File: src/rtl/tgate_pkg.sv
package tgate_pkg;

  typedef struct packed {
    logic [1:0]  kind;
    logic        timed;
    logic        burst_end;
    logic [11:0] seq;
    logic [15:0] len;
    logic [31:0] stream;
    logic [63:0] stamp;
  } pkt_hdr_t;

  typedef enum logic [1:0] {
    ST_HEAD,
    ST_WAIT,
    ST_BODY,
    ST_DROP
  } gate_st_e;

  // Stamp has been reached (release allowed).
  function automatic logic is_due(input logic [63:0] now, input logic [63:0] stamp);
    return now >= stamp;
  endfunction

  // Stamp lies strictly in the past.
  function automatic logic is_late(input logic [63:0] now, input logic [63:0] stamp);
    return now > stamp;
  endfunction

endpackage

File: src/rtl/tgate_hdr_unpack.sv
module tgate_hdr_unpack
  import tgate_pkg::*;
(
  input  logic [127:0] raw_hdr,
  output logic         hdr_timed,
  output logic [63:0]  hdr_stamp
);
  pkt_hdr_t hdr;
  logic     unused_hdr_bits;

  assign hdr             = pkt_hdr_t'(raw_hdr);
  assign hdr_timed       = hdr.timed;
  assign hdr_stamp       = hdr.stamp;
  assign unused_hdr_bits = ^{hdr.kind, hdr.burst_end, hdr.seq, hdr.len, hdr.stream};
endmodule

File: src/rtl/tgate_late_ctr.sv
module tgate_late_ctr #(
  parameter int CNT_W = 8
) (
  input  logic             clk,
  input  logic             rst_n,
  input  logic             bump,
  output logic [CNT_W-1:0] count
);
  localparam logic [CNT_W-1:0] CNT_MAX = {CNT_W{1'b1}};

  always_ff @(posedge clk) begin
    if (!rst_n)                         count <= '0;
    else if (bump && count != CNT_MAX)  count <= count + 1'b1;
  end

  // one step per drop, stops at the top value
  a_r8_count_step: assert property (@(posedge clk) disable iff (!rst_n)
    bump |=> (count == $past(count) + 1'b1) || ($past(count) == CNT_MAX));

  // no drop, no change
  a_r8_count_hold: assert property (@(posedge clk) disable iff (!rst_n)
    !bump |=> $stable(count));
endmodule

File: src/rtl/tx_time_gate.sv
module tx_time_gate
  import tgate_pkg::*;
#(
  parameter int DATA_W = 32,
  parameter int LATE_W = 8
) (
  input  logic              clk,
  input  logic              rst_n,
  input  logic [63:0]       now_time,
  input  logic [DATA_W-1:0] s_tdata,
  input  logic [127:0]      s_tuser,
  input  logic              s_tlast,
  input  logic              s_tvalid,
  output logic              s_tready,
  output logic [DATA_W-1:0] m_tdata,
  output logic              m_tlast,
  output logic              m_tvalid,
  input  logic              m_tready,
  output logic              late_pulse,
  output logic [LATE_W-1:0] late_count
);
  gate_st_e    st, st_nxt;
  logic        hdr_timed;
  logic [63:0] hdr_stamp;
  logic        stamp_due, stamp_late, stamp_hit;
  logic        late_drop;      // first beat of a late packet consumed
  logic        release_first;  // first beat offered to the output

  tgate_hdr_unpack u_unpack (
    .raw_hdr   (s_tuser),
    .hdr_timed (hdr_timed),
    .hdr_stamp (hdr_stamp)
  );

  assign stamp_due  = is_due(now_time, hdr_stamp);
  assign stamp_late = is_late(now_time, hdr_stamp);
  assign stamp_hit  = stamp_due && !stamp_late;

  assign m_tdata = s_tdata;
  assign m_tlast = s_tlast;

  always_comb begin
    st_nxt    = st;
    m_tvalid  = 1'b0;
    s_tready  = 1'b0;
    late_drop = 1'b0;
    unique case (st)
      ST_HEAD: begin
        if (s_tvalid) begin
          if (!hdr_timed || stamp_hit) begin
            m_tvalid = 1'b1;
            s_tready = m_tready;
            if (m_tready)       st_nxt = s_tlast ? ST_HEAD : ST_BODY;
            else if (hdr_timed) st_nxt = ST_WAIT;   // release committed
          end else if (stamp_late) begin
            s_tready  = 1'b1;
            late_drop = 1'b1;
            st_nxt    = s_tlast ? ST_HEAD : ST_DROP;
          end else begin
            st_nxt = ST_WAIT;
          end
        end
      end
      ST_WAIT: begin
        if (s_tvalid && stamp_due) begin
          m_tvalid = 1'b1;
          s_tready = m_tready;
          if (m_tready) st_nxt = s_tlast ? ST_HEAD : ST_BODY;
        end
      end
      ST_BODY: begin
        m_tvalid = s_tvalid;
        s_tready = m_tready;
        if (s_tvalid && m_tready && s_tlast) st_nxt = ST_HEAD;
      end
      ST_DROP: begin
        s_tready = 1'b1;
        if (s_tvalid && s_tlast) st_nxt = ST_HEAD;
      end
      default: st_nxt = ST_HEAD;
    endcase
  end

  always_ff @(posedge clk) begin
    if (!rst_n) st <= ST_HEAD;
    else        st <= st_nxt;
  end

  assign release_first = m_tvalid && (st == ST_HEAD || st == ST_WAIT);
  assign late_pulse    = late_drop;

  tgate_late_ctr #(.CNT_W(LATE_W)) u_late (
    .clk   (clk),
    .rst_n (rst_n),
    .bump  (late_drop),
    .count (late_count)
  );

  // a timed first beat never leaves before its stamp
  a_r4_no_early: assert property (@(posedge clk) disable iff (!rst_n)
    (release_first && hdr_timed) |-> (now_time >= hdr_stamp));

  // a held packet blocks both sides
  a_r4_hold: assert property (@(posedge clk) disable iff (!rst_n)
    (st == ST_WAIT && now_time < hdr_stamp) |-> (!s_tready && !m_tvalid));

  // untimed first beat is offered at once
  a_r3_untimed_pass: assert property (@(posedge clk) disable iff (!rst_n)
    (st == ST_HEAD && s_tvalid && !hdr_timed) |-> m_tvalid);

  // dropped packets produce nothing at the output
  a_r6_drop_silent: assert property (@(posedge clk) disable iff (!rst_n)
    (st == ST_DROP || late_pulse) |-> !m_tvalid);

  // late event consumes the beat
  a_r7_pulse_consumes: assert property (@(posedge clk) disable iff (!rst_n)
    late_pulse |-> s_tready);

  // output stall stalls the input
  a_r10_backpressure: assert property (@(posedge clk) disable iff (!rst_n)
    (m_tvalid && !m_tready) |-> !s_tready);
endmodule

File: config.mk
export PLATFORM = sky130hd
export DESIGN_NAME = tx_time_gate
export DESIGN_NICKNAME = d
export VERILOG_FILES = /design/src/rtl/tgate_pkg.sv /design/src/rtl/tgate_hdr_unpack.sv /design/src/rtl/tgate_late_ctr.sv /design/src/rtl/tx_time_gate.sv
export SDC_FILE = /design/constraint.sdc
export NUM_CORES = 1
export LEC_CHECK = 0
export ABC_AREA = 0
export BUFFER_PORTS_ARGS = -buffer_cell sky130_fd_sc_hd__buf_2
export CAP_MARGIN = 20
export CORE_AREA = 2 2 105 107
export CTS_BUF_LIST = sky130_fd_sc_hd__clkbuf_2
export CTS_CLUSTER_SIZE = 8
export DETAILED_ROUTE_END_ITERATION = 10
export DIE_AREA = 0 0 107 109
export HOLD_SLACK_MARGIN = 0.1
export SYNTH_ARGS = -nofsm -noshare
export SYNTH_HDL_FRONTEND = slang
export SYNTH_SLANG_ARGS = --single-unit
File: constraint.sdc
create_clock -name clk -period 2.5 [get_ports clk]
set_input_delay 0.125 -clock clk [delete_from_list [all_inputs] [get_ports clk]]
set_output_delay 0.125 -clock clk [all_outputs]
set_load 0.01 [all_outputs]
==> flow_summary_export.csv, run 1 <==
group,metric,value,unit
worst_setup_path,end_kind,"primary output",
power,p_sw,0.322,mW
sta,skew,0.0183,ns
layout,antenna_cells,0,
worst_setup_path,path_class,"input port to primary output",
layout,stdcell_count,617,
layout,multi_input_area,2150,um^2
layout,final_cell_area,3680,um^2
sta,fin_ws,0.00383,ns
yosys,avgSynthCellArea,7.59,um^2
cts,cts_buffers,3,
min_path,hold_depth,3,
sta,finalSetupViolCount,0,
route,route.final.wire_length,7.10,mm
cts,h-tree-depth,1,
die,die-area,11700,um^2
layout,seqCellArea,200,um^2
worst_setup_path,cp-start-kind,"input port",
power,sw_frac_of_total,40.7,%
yosys,ys_ff_latch,10,
global_routing,grtUsageTotal,10.9,%
cts,cts_tree,"done",
sta,timing.fmax,0.401,GHz
die,coreArea,10600,um^2
worst_setup_path,arrival,2.37,ns
worst_setup_path,critPathSlowestCell,"a2111oi_4",
yosys,ys.flop_type,"dfxtp_1",
cts,clock_path_buffers,2,
power,p_int,0.469,mW
layout,syn2layout_area_growth,38.3,%
yosys,synthMuxAreaShare,1.88,%
sta,hold_viol_final,0,
yosys,synth-adder-area-share,30.5,%
route,vias_per_cell,4.50,
worst_setup_path,regToRegSetupSlack,0.65,ns
min_path,hp-class,"input port to register",
yosys,synth_compound_area_share,18.2,%
yosys,synth-edff-count,0,
yosys,synth_xor_xnor_area_share,0,%
die,dieWidth,107,um
route,dr_total_vias,2774,
run,cap_violations,0,
cts,cts_root_buf,"clkbuf_2",
yosys,synth_top_family_by_area,"adder cells",
yosys,ys_types,54,
worst_setup_path,cpMostUsedCell,"a2111oi_4",
worst_setup_path,cp_max_fo,3,
cts,clk_pin_slew,0.12,ns
die,fp-row-count,38,
worst_setup_path,max_stage_delay,0.49,ns
route,ant_nets,0,
yosys,synth-simple-area-share,21.9,%
global_routing,grt_max_degree,14,
yosys,netlist_area,2660,um^2
layout,final_common_cell,"buf_2",
layout,final_layout_size_suffix_gt1_share,44.4,%
power,pwr-share-comb,66.2,%
yosys,synth.yosys.seq_area_share,7.52,%
yosys,netlist_instances,351,
die,num_io_pins,273,
yosys,synthArstFlopShare,0,%
route,first_pass_iters,4,
yosys,synth_warnings,0,
power,seqPwrFrac,21.8,%
cts,ctsHoldBuffers,0,
placed_design,port-buffer-count,145,
placed_design,dp_cells,608,
power,power.leakage,2.05,nW
sta,rsz0062_at_grt,"yes",
global_routing,grt_pass1_wl,10.7,mm
layout,fillCellCount,1104,
sta,max_slew_margin,72.1,%
yosys,syn-num-nets,645,
power,powerDensity,215,nW/um^2
global_routing,antenna_found_initial,1,
route,drcViolationCount,0,
placed_design,dpl_cell_area,3370,um^2
layout,final_core_util,34.7,%
route,wl_per_cell,11.5,um
power,ir_worst_vdd,0.109,mV
power,p_clk_share,12.1,%
cts,clock_sinks,10,
sta,timing.final.crit_share,99.8,%
worst_setup_path,ff2ff_path_depth,6,
die,die_y,109,um
run_status,outcome,"finished, final reports clean",
placed_design,dp_hpwl,6.20,mm
cts,clk_latency,0.27,ns
worst_setup_path,cp.required,2.38,ns
placed_design,dp_slack,-0.181,ns
placed_design,gp_congestion,0.778,
sta,maxSlewViolCount,0,
route,dr.first_iter.drc_count,58,
die,initial_core_util,25.1,%
sta,period_needed,2.50,ns
global_routing,overflow,0,
layout,final_cell_mix,"buf_2 (142), inv_1 (66), ha_1 (57)",
sta,fin_setup_tns,0,ns
worst_setup_path,cp_cell_sequence,"buf_6 > inv_4 > ha_4 > a21oi_2 > o21ai_2 > a2111oi_4 > o31ai_4 > a2111oi_4 > o211a_1 > o21ai_0 > and3_1 > buf_2",
power,p_total,0.791,mW
global_routing,grt_pass1_vias,2631,
layout,fin_nets,772,
sta,fin_hold_ws,0.170,ns
sta,worst_pin_slew,0.419,ns
-- cells by family after synthesis --
family          Yosys count
mux                       5
fa+ha+maj                65
compound gates           71
flops                    10
simple gates             93
buf+inv                 107
-- layer usage --
layer | up-vias | global-route usage, % | share of wire, %
li1 | 1443 | - | -
met1 | 1200 | 12.6 | 41
met2 | 117 | 20.8 | 50
met3 | 12 | 2.45 | 7.8
met4 | 2 | 1.76 | 1.2
met5 | - | 0 | 0.18
-- state kept, by name, indices dropped and copies added, names as in the netlist --
signal	cells
st	2
u_late.count	8
-- path summary, 6_finish.rpt --
| kind | startpoint | end |
|---|---|---|
| setup / recovery | s_tuser[23] | m_tvalid |
| hold / removal | rst_n | st[0] |
| setup reg to reg | u_late.count[3] | u_late.count[7] |
| hold reg to reg | u_late.count[3] | u_late.count[3] |
-- cell usage after synthesis (5+ instances only) --
library cell  number  area, um^2
nand2_1           24        90.1
nand2b_1           5        31.3
buf_4             33         248
nor2b_1            5        31.3
nand4_1            7        43.8
and4_1             5        43.8
dfxtp_1           10         200
nand3_1           12        60.1
inv_1             70         263
nor2_1             8        30.0
o21ai_0            8        40.0
a21oi_1           26         130
ha_1              65         813
a21o_1             8        60.1
mux2i_1            5        50.1
-- power by group through the flow --
stage / logic, mW / registers (mW) / clock network (mW)
final: 0.524 / 0.172 / 0.0955
after global routing: 0.592 / 0.173 / 0.103
after CTS: 0.462 / 0.172 / 0.0974
after detailed placement: 0.445 / 0.175 / 0
after global placement: 0.431 / 0.175 / 0
after floorplan: 0.315 / 0.169 / 0
-- layout make-up --
| cell class | instances | area share [%] |
|---|---|---|
| flip-flops and latches | 10 | 5.43 |
| repair buffers | 159 | 23.5 |
| multi-input cells | 234 | 58.5 |
| clock buffers | 3 | 0.408 |
| inverters | 70 | 7.34 |
| clock inverters | 1 | 0.102 |
| well taps | 140 | 4.76 |
-- critical path, delay by kind of cell --
| family | cells | cell delay [ns] |
|---|---|---|
| buffers and inverters | 3 | 0.30 |
| AO/OA/AOI/OAI | 7 | 1.54 |
| AND/OR/NAND/NOR | 1 | 0.21 |
| adder cells (fa/ha/maj) | 1 | 0.21 |
-- what timing repair did --
item	4_1_cts	5_1_grt
hold endpoints to repair	0	0
pin swaps	6	22
buffers inserted	3	2
endpoints found under the setup margin	3	3
gates resized for setup	3	43
Power figures use the tool's default switching activity.
==> run 2, diff against run 1 <==
--- a/config.mk
+++ b/config.mk
@@ -9,7 +9,7 @@
 export BUFFER_PORTS_ARGS = -buffer_cell sky130_fd_sc_hd__buf_2
 export CAP_MARGIN = 20
 export CORE_AREA = 2 2 105 107
-export CTS_BUF_LIST = sky130_fd_sc_hd__clkbuf_2
+export CTS_BUF_LIST = sky130_fd_sc_hd__clkbuf_4 sky130_fd_sc_hd__clkbuf_8
 export CTS_CLUSTER_SIZE = 8
 export DETAILED_ROUTE_END_ITERATION = 10
 export DIE_AREA = 0 0 107 109
==> run 2 against run 1 <==
Against the previous run:
- the run now ends with negative setup slack left
- routed wire length up 0.34%
- critical path depth unchanged
- register-to-register slack gained 0.02 ns
- clock skew fell by 0.016 ns
- die area unchanged
- sequential power about the same
- clock power is 110% higher
- power grew 14%
- via count grew 0.68%
- maximum frequency fell by 1.3%
- clock-buffer cell count increased by 1
- non-clock buffer count unchanged
==> flow_summary_export.csv, run 2 (same netlist as run 1, synthesis figures left out) <==
group,metric,value,unit
layout,final_common_cell,"buf_2",
sta,timing.final.crit_share,101,%
power,power.leakage,2.07,nW
worst_setup_path,end_kind,"primary output",
die,die-area,11700,um^2
placed_design,gp_congestion,0.778,
global_routing,grtUsageTotal,11.0,%
sta,fin_ws,-0.0289,ns
worst_setup_path,regToRegSetupSlack,0.67,ns
worst_setup_path,cp.required,2.38,ns
worst_setup_path,ff2ff_path_depth,6,
sta,max_slew_margin,69.5,%
layout,final_cell_mix,"buf_2 (142), inv_1 (66), ha_1 (57)",
placed_design,port-buffer-count,145,
power,p_total,0.902,mW
layout,final_layout_size_suffix_gt1_share,44.7,%
layout,largest_register,"u_late.count",
cts,cts_root_buf,"clkbuf_8",
route,dr.first_iter.drc_count,79,
cts,clk_latency,0.24,ns
route,drcViolationCount,0,
run_status,outcome,"finished with violations",
layout,stdcell_count,617,
route,route.final.wire_length,7.12,mm
die,num_io_pins,273,
sta,finalSetupViolCount,2,
sta,period_needed,2.53,ns
worst_setup_path,timing.rr.end,"u_late.count[7]",
route,first_pass_iters,4,
cts,clock_path_buffers,2,
power,powerDensity,242,nW/um^2
cts,cts_tree,"done",
sta,hold_viol_final,0,
cts,ctsHoldBuffers,0,
layout,final_cell_area,3720,um^2
global_routing,antenna_found_initial,1,
global_routing,overflow,0,
min_path,hp-class,"input port to register",
layout,antenna_cells,0,
sta,worst_pin_slew,0.457,ns
die,fp-row-count,38,
power,ir_worst_vdd,0.103,mV
global_routing,grt_max_degree,14,
cts,clock_sinks,10,
die,die_y,109,um
global_routing,grt_pass1_vias,2652,
run_status,violations,"negative setup slack",
sta,skew,0.00283,ns
placed_design,dp_cells,608,
worst_setup_path,crit_start,"s_tuser[23]",
placed_design,dpl_cell_area,3370,um^2
cts,cts_buffers,3,
cts,clk_pin_slew,0.05,ns
worst_setup_path,cp-start-kind,"input port",
run,cap_violations,0,
worst_setup_path,arrival,2.40,ns
layout,final_core_util,35.1,%
die,initial_core_util,25.1,%
die,coreArea,10600,um^2
layout,fin_nets,772,
worst_setup_path,path_class,"input port to primary output",
sta,maxSlewViolCount,0,
sta,fin_hold_ws,0.224,ns
route,wl_per_cell,11.5,um
sta,rsz0062_at_grt,"yes",
global_routing,grt_pass1_wl,10.8,mm
placed_design,dp_hpwl,6.20,mm
route,vias_per_cell,4.53,
route,dr_total_vias,2793,
cts,h-tree-depth,1,
worst_setup_path,cp_max_fo,3,
die,dieWidth,107,um
worst_setup_path,crit-reg2reg-launch,"u_late.count[0]",
layout,top_regs,"u_late.count: 8 flops, st: 2 flops",
route,ant_nets,0,
worst_setup_path,worstSetupEndpoint,"m_tvalid",
layout,largest_reg_flops,8,
layout,syn2layout_area_growth,39.7,%
sta,timing.fmax,0.395,GHz
==> run 2: cell count changes in the layout (fill, tap and decap cells not counted), sizes merged <==
cell,before,now
clkbuf,3,4
clkinv,1,0
==> run 2: where the power goes <==
group,leakage (nW),internal [mW],switching [mW],total (mW)
Sequential,0.0810,0.164,0.00879,0.173
Clock,0.0288,0.139,0.0665,0.205
Combinational,1.96,0.271,0.253,0.524
==> run 2: routing by layer <==
layer	vias up	GRT usage [%]	routed length (um)
met5	-	0	13
met4	2	2.04	86
met3	12	2.45	569
met2	121	21.0	3550
li1	1444	-	-
met1	1214	12.6	2900
==> run 2: critical path: stages <==
cell	delay, ns
buf_6	0.10
inv_4	0.05
ha_4	0.21
a21oi_2	0.15
o21ai_2	0.09
a2111oi_4	0.34
o31ai_4	0.14
a2111oi_4	0.52
o211a_1	0.25
o21ai_0	0.08
and3_1	0.21
buf_2	0.14
==> run 2: worst min path at each step <==
stage	from	endpoint	slack, ns	cells past startpoint
3_5_place_dp	s_tdata[15]	m_tdata[15]	0.25	0
5_1_grt	rst_n	st[0]	0.24	3
2_1_floorplan	rst_n	u_late.count[5]	0.28	2
4_1_cts	rst_n	st[0]	0.22	3
6_report	rst_n	st[0]	0.22	3
3_3_place_gp	s_tdata[15]	m_tdata[15]	0.25	0
==> run 2: final cells by class <==
class,count,area (um^2)
Timing Repair Buffer,159,866
Clock buffer,4,55.1
Sequential cell,10,200
Inverter,70,270
Tap cell,140,175
Fill cell,1101,6880
Multi-Input combinational cell,234,2150
==> run 2: timing repair <==
item / in CTS / in global routing
pin swaps: 6 / 22
cloned: 0 / 0
hold endpoints to repair: 0 / 0
setup buffers: 3 / 2
resized for setup: 3 / 43
setup endpoints to repair: 3 / 3
==> run 2: stage by stage <==
step           setup TNS [ns]  worst slack, ns
5_1_grt                -0.193           -0.104
4_1_cts               -0.0666          -0.0300
6_report              -0.0314          -0.0289
3_3_place_gp           -0.735           -0.190
3_5_place_dp           -0.780           -0.181
2_1_floorplan               0            0.272
